[src/rtl/sar_conv_ctrl.sv]
`timescale 1ns/1ps
module sar_conv_ctrl #(
  parameter int T_CLK_NS  = 10,
  parameter int SETUP_CYC = 10,
  parameter int HOLD_CYC  = 4,
  parameter int FALL_TMO  = 32,
  parameter int CONV_TMO  = 200,
  parameter int DW        = 16,
  parameter int EXT_W     = 24
) (
  input  logic             clk,
  input  logic             rst_n,
  input  logic             start,
  input  logic             busy,
  input  logic [DW-1:0]    dbus,
  output logic             rc_n,
  output logic             cs_n,
  output logic             ready,
  output logic             valid,
  output logic             timeout,
  output logic [DW-1:0]    result,
  output logic [DW-1:0]    result_ob,
  output logic [EXT_W-1:0] result_sx
);
  localparam int MAXC = (CONV_TMO > FALL_TMO) ? ((CONV_TMO > SETUP_CYC) ? CONV_TMO : SETUP_CYC)
                                              : ((FALL_TMO > SETUP_CYC) ? FALL_TMO : SETUP_CYC);
  localparam int CW = $clog2(MAXC + 1);

  initial begin
    assert (SETUP_CYC * T_CLK_NS >= 100) else $error("setup interval below 100 ns");
    assert (HOLD_CYC >= 1 && HOLD_CYC * T_CLK_NS <= 200) else $error("hold interval above 200 ns");
    assert ((SETUP_CYC + HOLD_CYC) * T_CLK_NS <= 3300) else $error("start pulse above 3.3 us");
    assert (FALL_TMO > HOLD_CYC) else $error("fall window shorter than hold");
    assert (EXT_W > DW) else $error("extended width must exceed data width");
  end

  typedef enum logic [2:0] {IDLE, SETUP, STROBE, WFALL, WRISE, CAPT} st_t;
  st_t           st;
  logic [CW-1:0] cnt;
  logic          b_s1, b_s2;

  assign rc_n      = !(st == SETUP || st == STROBE);
  assign cs_n      = (st != STROBE);
  assign ready     = (st == IDLE);
  assign result_ob = {~result[DW-1], result[DW-2:0]};
  assign result_sx = {{(EXT_W-DW){result[DW-1]}}, result};

  always_ff @(posedge clk or negedge rst_n) begin
    if (!rst_n) begin
      b_s1 <= 1'b1;
      b_s2 <= 1'b1;
    end else begin
      b_s1 <= busy;
      b_s2 <= b_s1;
    end
  end

  always_ff @(posedge clk or negedge rst_n) begin
    if (!rst_n) begin
      st      <= IDLE;
      cnt     <= '0;
      valid   <= 1'b0;
      timeout <= 1'b0;
      result  <= '0;
    end else begin
      valid   <= 1'b0;
      timeout <= 1'b0;
      cnt     <= cnt + 1'b1;
      case (st)
        IDLE: begin
          cnt <= '0;
          if (start) st <= SETUP;
        end
        SETUP:
          if (cnt == CW'(SETUP_CYC - 1)) begin
            st  <= STROBE;
            cnt <= '0;
          end
        STROBE:
          if (cnt == CW'(HOLD_CYC - 1)) st <= WFALL;
        WFALL:
          if (!b_s2) begin
            st  <= WRISE;
            cnt <= '0;
          end else if (cnt == CW'(FALL_TMO - 1)) begin
            st      <= IDLE;
            timeout <= 1'b1;
          end
        WRISE:
          if (b_s2) st <= CAPT;
          else if (cnt == CW'(CONV_TMO - 1)) begin
            st      <= IDLE;
            timeout <= 1'b1;
          end
        CAPT: begin
          result <= dbus;
          valid  <= 1'b1;
          st     <= IDLE;
        end
        default: st <= IDLE;
      endcase
    end
  end

  AST_RC_LEADS_CS:   assert property (@(posedge clk) disable iff (!rst_n) $fell(cs_n) |-> !$past(rc_n));
  AST_CS_UNDER_RC:   assert property (@(posedge clk) disable iff (!rst_n) !cs_n |-> !rc_n);
  AST_JOINT_RELEASE: assert property (@(posedge clk) disable iff (!rst_n) $rose(cs_n) |-> rc_n);
  AST_VALID_ONE:     assert property (@(posedge clk) disable iff (!rst_n) valid |=> !valid);
  AST_RESULT_HELD:   assert property (@(posedge clk) disable iff (!rst_n) !valid |-> $stable(result));
  AST_IDLE_LINES:    assert property (@(posedge clk) disable iff (!rst_n) ready |-> (rc_n && cs_n));
  AST_START_IGNORED: assert property (@(posedge clk) disable iff (!rst_n) (!ready && rc_n) |=> rc_n);
  AST_NO_BOTH:       assert property (@(posedge clk) disable iff (!rst_n) !(valid && timeout));
endmodule

[config.mk]
export PLATFORM = sky130hd
export DESIGN_NAME = sar_conv_ctrl
export DESIGN_NICKNAME = d
export VERILOG_FILES = /design/src/rtl/sar_conv_ctrl.sv
export SDC_FILE = /design/constraint.sdc
export NUM_CORES = 1
export LEC_CHECK = 0
export CORE_MARGIN = 1.5
export CORE_UTILIZATION = 25
export DETAILED_ROUTE_END_ITERATION = 8
export PLACE_DENSITY = 0.57
export SLEW_MARGIN = 20
export SYNTH_ARGS = -nofsm -noshare
export SYNTH_HDL_FRONTEND = slang
export SYNTH_SLANG_ARGS = --single-unit
[constraint.sdc]
create_clock -name clk -period 3.8 [get_ports clk]
set_input_delay 0.57 -clock clk [delete_from_list [all_inputs] [get_ports clk]]
set_output_delay 0.57 -clock clk [all_outputs]
set_load 0.02 [all_outputs]
# Yosys cells after proc, flatten, opt, wreduce, memory -nomap -nowiden

Cells that the tools add are included.

Bits of input ports: 20
Output and inout bits: 61
Logic and storage cells: 45
Register bits after elaboration: 31

Equality and inequality tests: 15
Reductions and logical operators: 4
Bitwise logic cells: 1
Add/subtract/negate cells: 1
Mux-type cells: 17

Operator list:

| cell                                                                     | count |
|---|---|
| 8-bit one-hot mux with 3 select lines                                    | 1 |
| 3-bit 2-to-1 mux                                                         | 7 |
| 8-bit 2-to-1 mux                                                         | 2 |
| 3-bit one-hot mux with 5 select lines                                    | 1 |
| 8-bit by 1-bit adder with 8-bit output (second input constant)           | 1 |
| 8-bit by 2-bit == test with 1-bit output (second input constant)         | 1 |
| 8-bit by 4-bit == test with 1-bit output (second input constant)         | 1 |
| 8-bit by 5-bit == test with 1-bit output (second input constant)         | 1 |
| 8-bit == test (second input constant)                                    | 1 |
| 3-bit by 2-bit == test with 1-bit output (second input constant)         | 2 |
| 3-bit == test (second input constant)                                    | 2 |
| 3-bit inequality test (second input constant)                            | 2 |
| 1-bit 2-to-1 mux                                                         | 5 |
| 5-bit AND reduction                                                      | 1 |
| 2-bit by 1-bit inequality test with 1-bit output (second input constant) | 2 |
| 3-bit by 1-bit == test with 1-bit output (second input constant)         | 1 |
| 3-bit zero test                                                          | 1 |
| 3-bit by 2-bit inequality test with 1-bit output (second input constant) | 1 |
| 2-bit inequality test (second input constant)                            | 1 |
| 1-bit one-hot mux with 2 select lines                                    | 1 |
| 1-bit zero test                                                          | 1 |
| 1-bit logical OR                                                         | 1 |
| 1-bit NOT                                                                | 1 |

# Logic depth before layout (Yosys ltp)

Depth in word-level cells: 4
Mapped depth: 7
Gate-level depth less buffers: 7

# Least setup slack after synthesis

No wires, ideal clock.

Kind: register to register
Start: register st[0]
End: register st[0]
Arrival: 1.665 ns
Cell stages (with the launch flop): 7
Library setup time: 0.128 ns
Period minus slack after synthesis: 1.793 ns
Setup slack: 2.007 ns
Cell sequence: dfrtp_1 -> buf_2 -> and2b_1 -> o21bai_2 -> a21oi_1 -> nor3_2 -> mux2_1

Cells in the longest elaborated chain, start to end: 3

RTL lines:

| what                                                                   | line | source |
|---|---|---|
| from (decl)                                                            | 38   | `st_t st;` |
| from (signal assigned)                                                 | 60   | `st <= IDLE;` |
| from (signal assigned)                                                 | 72   | `if (start) st <= SETUP;` |
| from (signal assigned)                                                 | 76   | `st <= STROBE;` |
| 3-bit by 2-bit == test with 1-bit output, or another cell as far along | 69   | `case (st)` |
| 3-bit inequality test (no source line), or another cell as far along   | --   |  |
| 5-bit AND reduction (no source line)                                   | --   |  |

Several ways; a longest one is shown, not always the timed one.
A chain may end at the register's enable or synchronous reset.

# Worst setup path in the final report

Start: register st[1]
End: output port rc_n

Cells in the longest elaborated chain, start to end: 3

RTL lines:

| what                                                                                                        | line | source |
|---|---|---|
| 3-bit by 1-bit == test with 1-bit output / 3-bit by 2-bit == test with 1-bit output (equally long branches) | 42   | `assign rc_n = !(st == SETUP \|\| st == STROBE);` |
| 1-bit logical OR *                                                                                          | 42   |  |
| 1-bit zero test *                                                                                           | 42   |  |
| to (decl)                                                                                                   | 16   | `output logic rc_n,` |

Every way passes the cells marked *; elsewhere a longest branch is shown, timed or not.

==> metrics.csv <==
stage;metric;value;unit
yosys;async set or reset register ratio after synthesis;1.00;
grt;GRT overflow;0;
finish;nets@finish;226;
yosys;Syn Area/Cell;10.8;um^2
sta;Slew headroom;0.514;
sta;period utilisation layout;0.653;
floorplanning;die width;86.2;um
yosys;top cell type's share of synthesized area;0.419;
placed_design;pre-CTS WS;1.61;ns
placed_design;placed insts;276;
cts;insertion delay to the later sink of the worst-skew pair;0.27;ns
floorplanning;die height;86.2;um
sta;final worst slack;1.32;ns
sta;setup TNS;0;ns
route;DR vias/cell;4.29;
worst_setup_path;Max stage delay on crit path;0.63;ns
sta;RSZ-0062 raised after global routing;no;
cts;CTS Buffer Depth;2;
route;number of nets with antenna violations after routing;0;
sta;post-layout min period;2.48;ns
yosys;mapped cell area;0.00173;mm^2
cts;CTS buffer count;5;
sta;Final Hold Vio Count;0;
finish;antenna diode count;0;
worst_setup_path;Crit. End Element;output port;
sta;Final Skew;0.00539;ns
yosys;post-synthesis cell type count;37;
yosys;register area share after synthesis;0.450;
yosys;EDFF count, synth;0;
worst_setup_path;slowest stage cell on the critical path;clkdlybuf4s50_1;
finish;Syn-to-layout area delta;38.8;%
placed_design;global placement routability congestion;0.735;
sta;Final Setup Violations;0;
route;first-pass iteration count of the detailed router;5;
worst_setup_path;worst-path cell chain;and2b_1 -> o21bai_2 -> clkdlybuf4s50_1;
floorplanning;starting density of the core;0.256;
grt;initial antenna violation count;0;
finish;Non-Filler Instances;283;
grt;number of global-route vias before repair;1082;
yosys;Synth Flop Type;dfrtp_1;
yosys;Post-Syn Nets;183;
grt;gr usage total;0.0904;
placed_design;I/O Buffers;80;
yosys;cell taking the most area after synthesis;dfrtp_1;
finish;proportion of layout cells with a drive suffix above 1;0.153;
sta;Worst-Margin Slew;0.727;ns
placed_design;DP HPWL;2470;um
floorplanning;core footprint;0.00676;mm^2
worst_setup_path;WP data arrival;1.91;ns
power_and_ir_drop;power consumption;2300;uW
cts;CTS tree;done;
route;Vias;1215;
min_path;worst hold path type;reg2reg;
worst_setup_path;CP Class;reg2out;
power_and_ir_drop;pwr dens;959;mW/mm^2
cts;clock-pin slew on the worst setup and hold paths;0.06;ns
power_and_ir_drop;Lkg Pwr;0.000973;uW
grt;first-pass GRT wire length;5200;um
worst_setup_path;CP required;3.23;ns
floorplanning;I/O pin count;81;
power_and_ir_drop;Max VDD drop;0.000199;V
cts;# hold bufs at CTS;0;
worst_setup_path;Critical Path Source Type;flop;
floorplanning;die area;0.00743;mm^2
yosys;Synth warnings;0;
sta;hold_ws;0.356;ns
run_status;outcome;finished clean;
cts;Num Clock Sinks;31;
run;MaxCap Viol Count;0;
worst_setup_path;CP Max Fanout;10;
cts;post-CTS setup buffers;0;
grt;pin count of the biggest net entering global routing;32;
cts;Root Driver;clkbuf_8;
yosys;post-synthesis cell count;160;
cts;CTS H-tree depth;2;
route;final wirelength;3290;um
route;DR iter-0 viols;33;
route;wire length per cell;11.6;um
route;post-route DRC violation count;0;
sta;FMAX;0.403;GHz
sta;Slew Viols, Final;0;
yosys;FF+latch count, synth;31;
yosys;ranking of synthesized cells by area;dfrtp_1, buf_4, mux2_2;
cts;PostCTS Resize Cnt;0;
floorplanning;row count;30;
## cell type report
type                            count  area, um^2
Timing Repair Buffer               81         808
Multi-Input combinational cell     77         602
Sequential cell                    31         778
Tap cell                           80         100
Clock buffer                        6        82.6
Fill cell                         682        4350
Clock inverter                      1        5.00
Inverter                            7        26.3
## report_power, final
part           leakage [uW]  total [uW]  switching [uW]  internal (uW)
Combinational      0.000544        1430             694            739
Clock             0.0000470         253             111            142
Sequential         0.000382         618             163            455
## cell usage after synthesis, drive strengths merged, types with 2 or more instances
master   n
xor2     2
dfstp    2
nor2    13
nor3b    2
nor4     2
nand3b   2
nor3     3
ha       3
nand3    4
o21ai    2
o32ai    2
mux2    16
nand2    7
buf     44
inv      7
xnor2    4
a21oi    2
or3      2
dfrtp   29
## path summary, 6_finish.rpt
kind                              end  cells past startpoint  slack [ns]  startpoint
min in group asynchronous   result[7]                      2        0.70       rst_n
hold / removal                   b_s2                      0        0.36        b_s1
setup reg to reg           result[12]                      3        1.90       st[1]
setup / recovery                 rc_n                      3        1.32       st[1]
max in group asynchronous        b_s2                      2        2.77       rst_n
hold reg to reg                  b_s2                      0        0.36        b_s1
## logic make-up after synthesis
family,after synthesis,share of synthesized area
buffers and inverters,52,0.202
AO/OA/AOI/OAI,9,0.0470
XOR/XNOR,6,0.0304
multiplexers,17,0.110
adder cells (fa/ha/maj),3,0.0217
flip-flops,31,0.450
AND/OR/NAND/NOR,42,0.139
## metal layers
layer,track usage,up-vias,wire length (um)
met5,0,-,0
met4,0.0440,0,44
met3,0.0286,6,282
met2,0.144,59,1550
met1,0.111,578,1410
li1,-,572,-
## per-stage QoR
step,instance area (um^2),util
global placement,2310,0.343
global route,2400,0.356
CTS,2400,0.356
detailed placement,2310,0.343
floorplan,1730,-
finish,2400,0.356
## sequential cells by signal, indices dropped and copies added (netlist names)
name	count
b_s1	1
st	3
result	16
timeout	1
cnt	8
valid	1
b_s2	1
## cell usage in the layout, fill, tap and decap left out, drive strengths merged, types with 3 or more instances in the layout
cell           instances
nor2                  13
clkdlybuf4s50         80
ha                     3
dfrtp                 29
xnor2                  4
inv                    7
nand3                  4
clkbuf                 6
nand2                  7
nor3                   3
mux2                  16
## worst max-delay path, delay by kind of cell (launching register included)
kind,cells,cell delay (ns)
buf+inv,1,0.63
flops,1,0.52
simple gates,1,0.28
compound gates,1,0.21
Power figures use the tool's default switching activity.
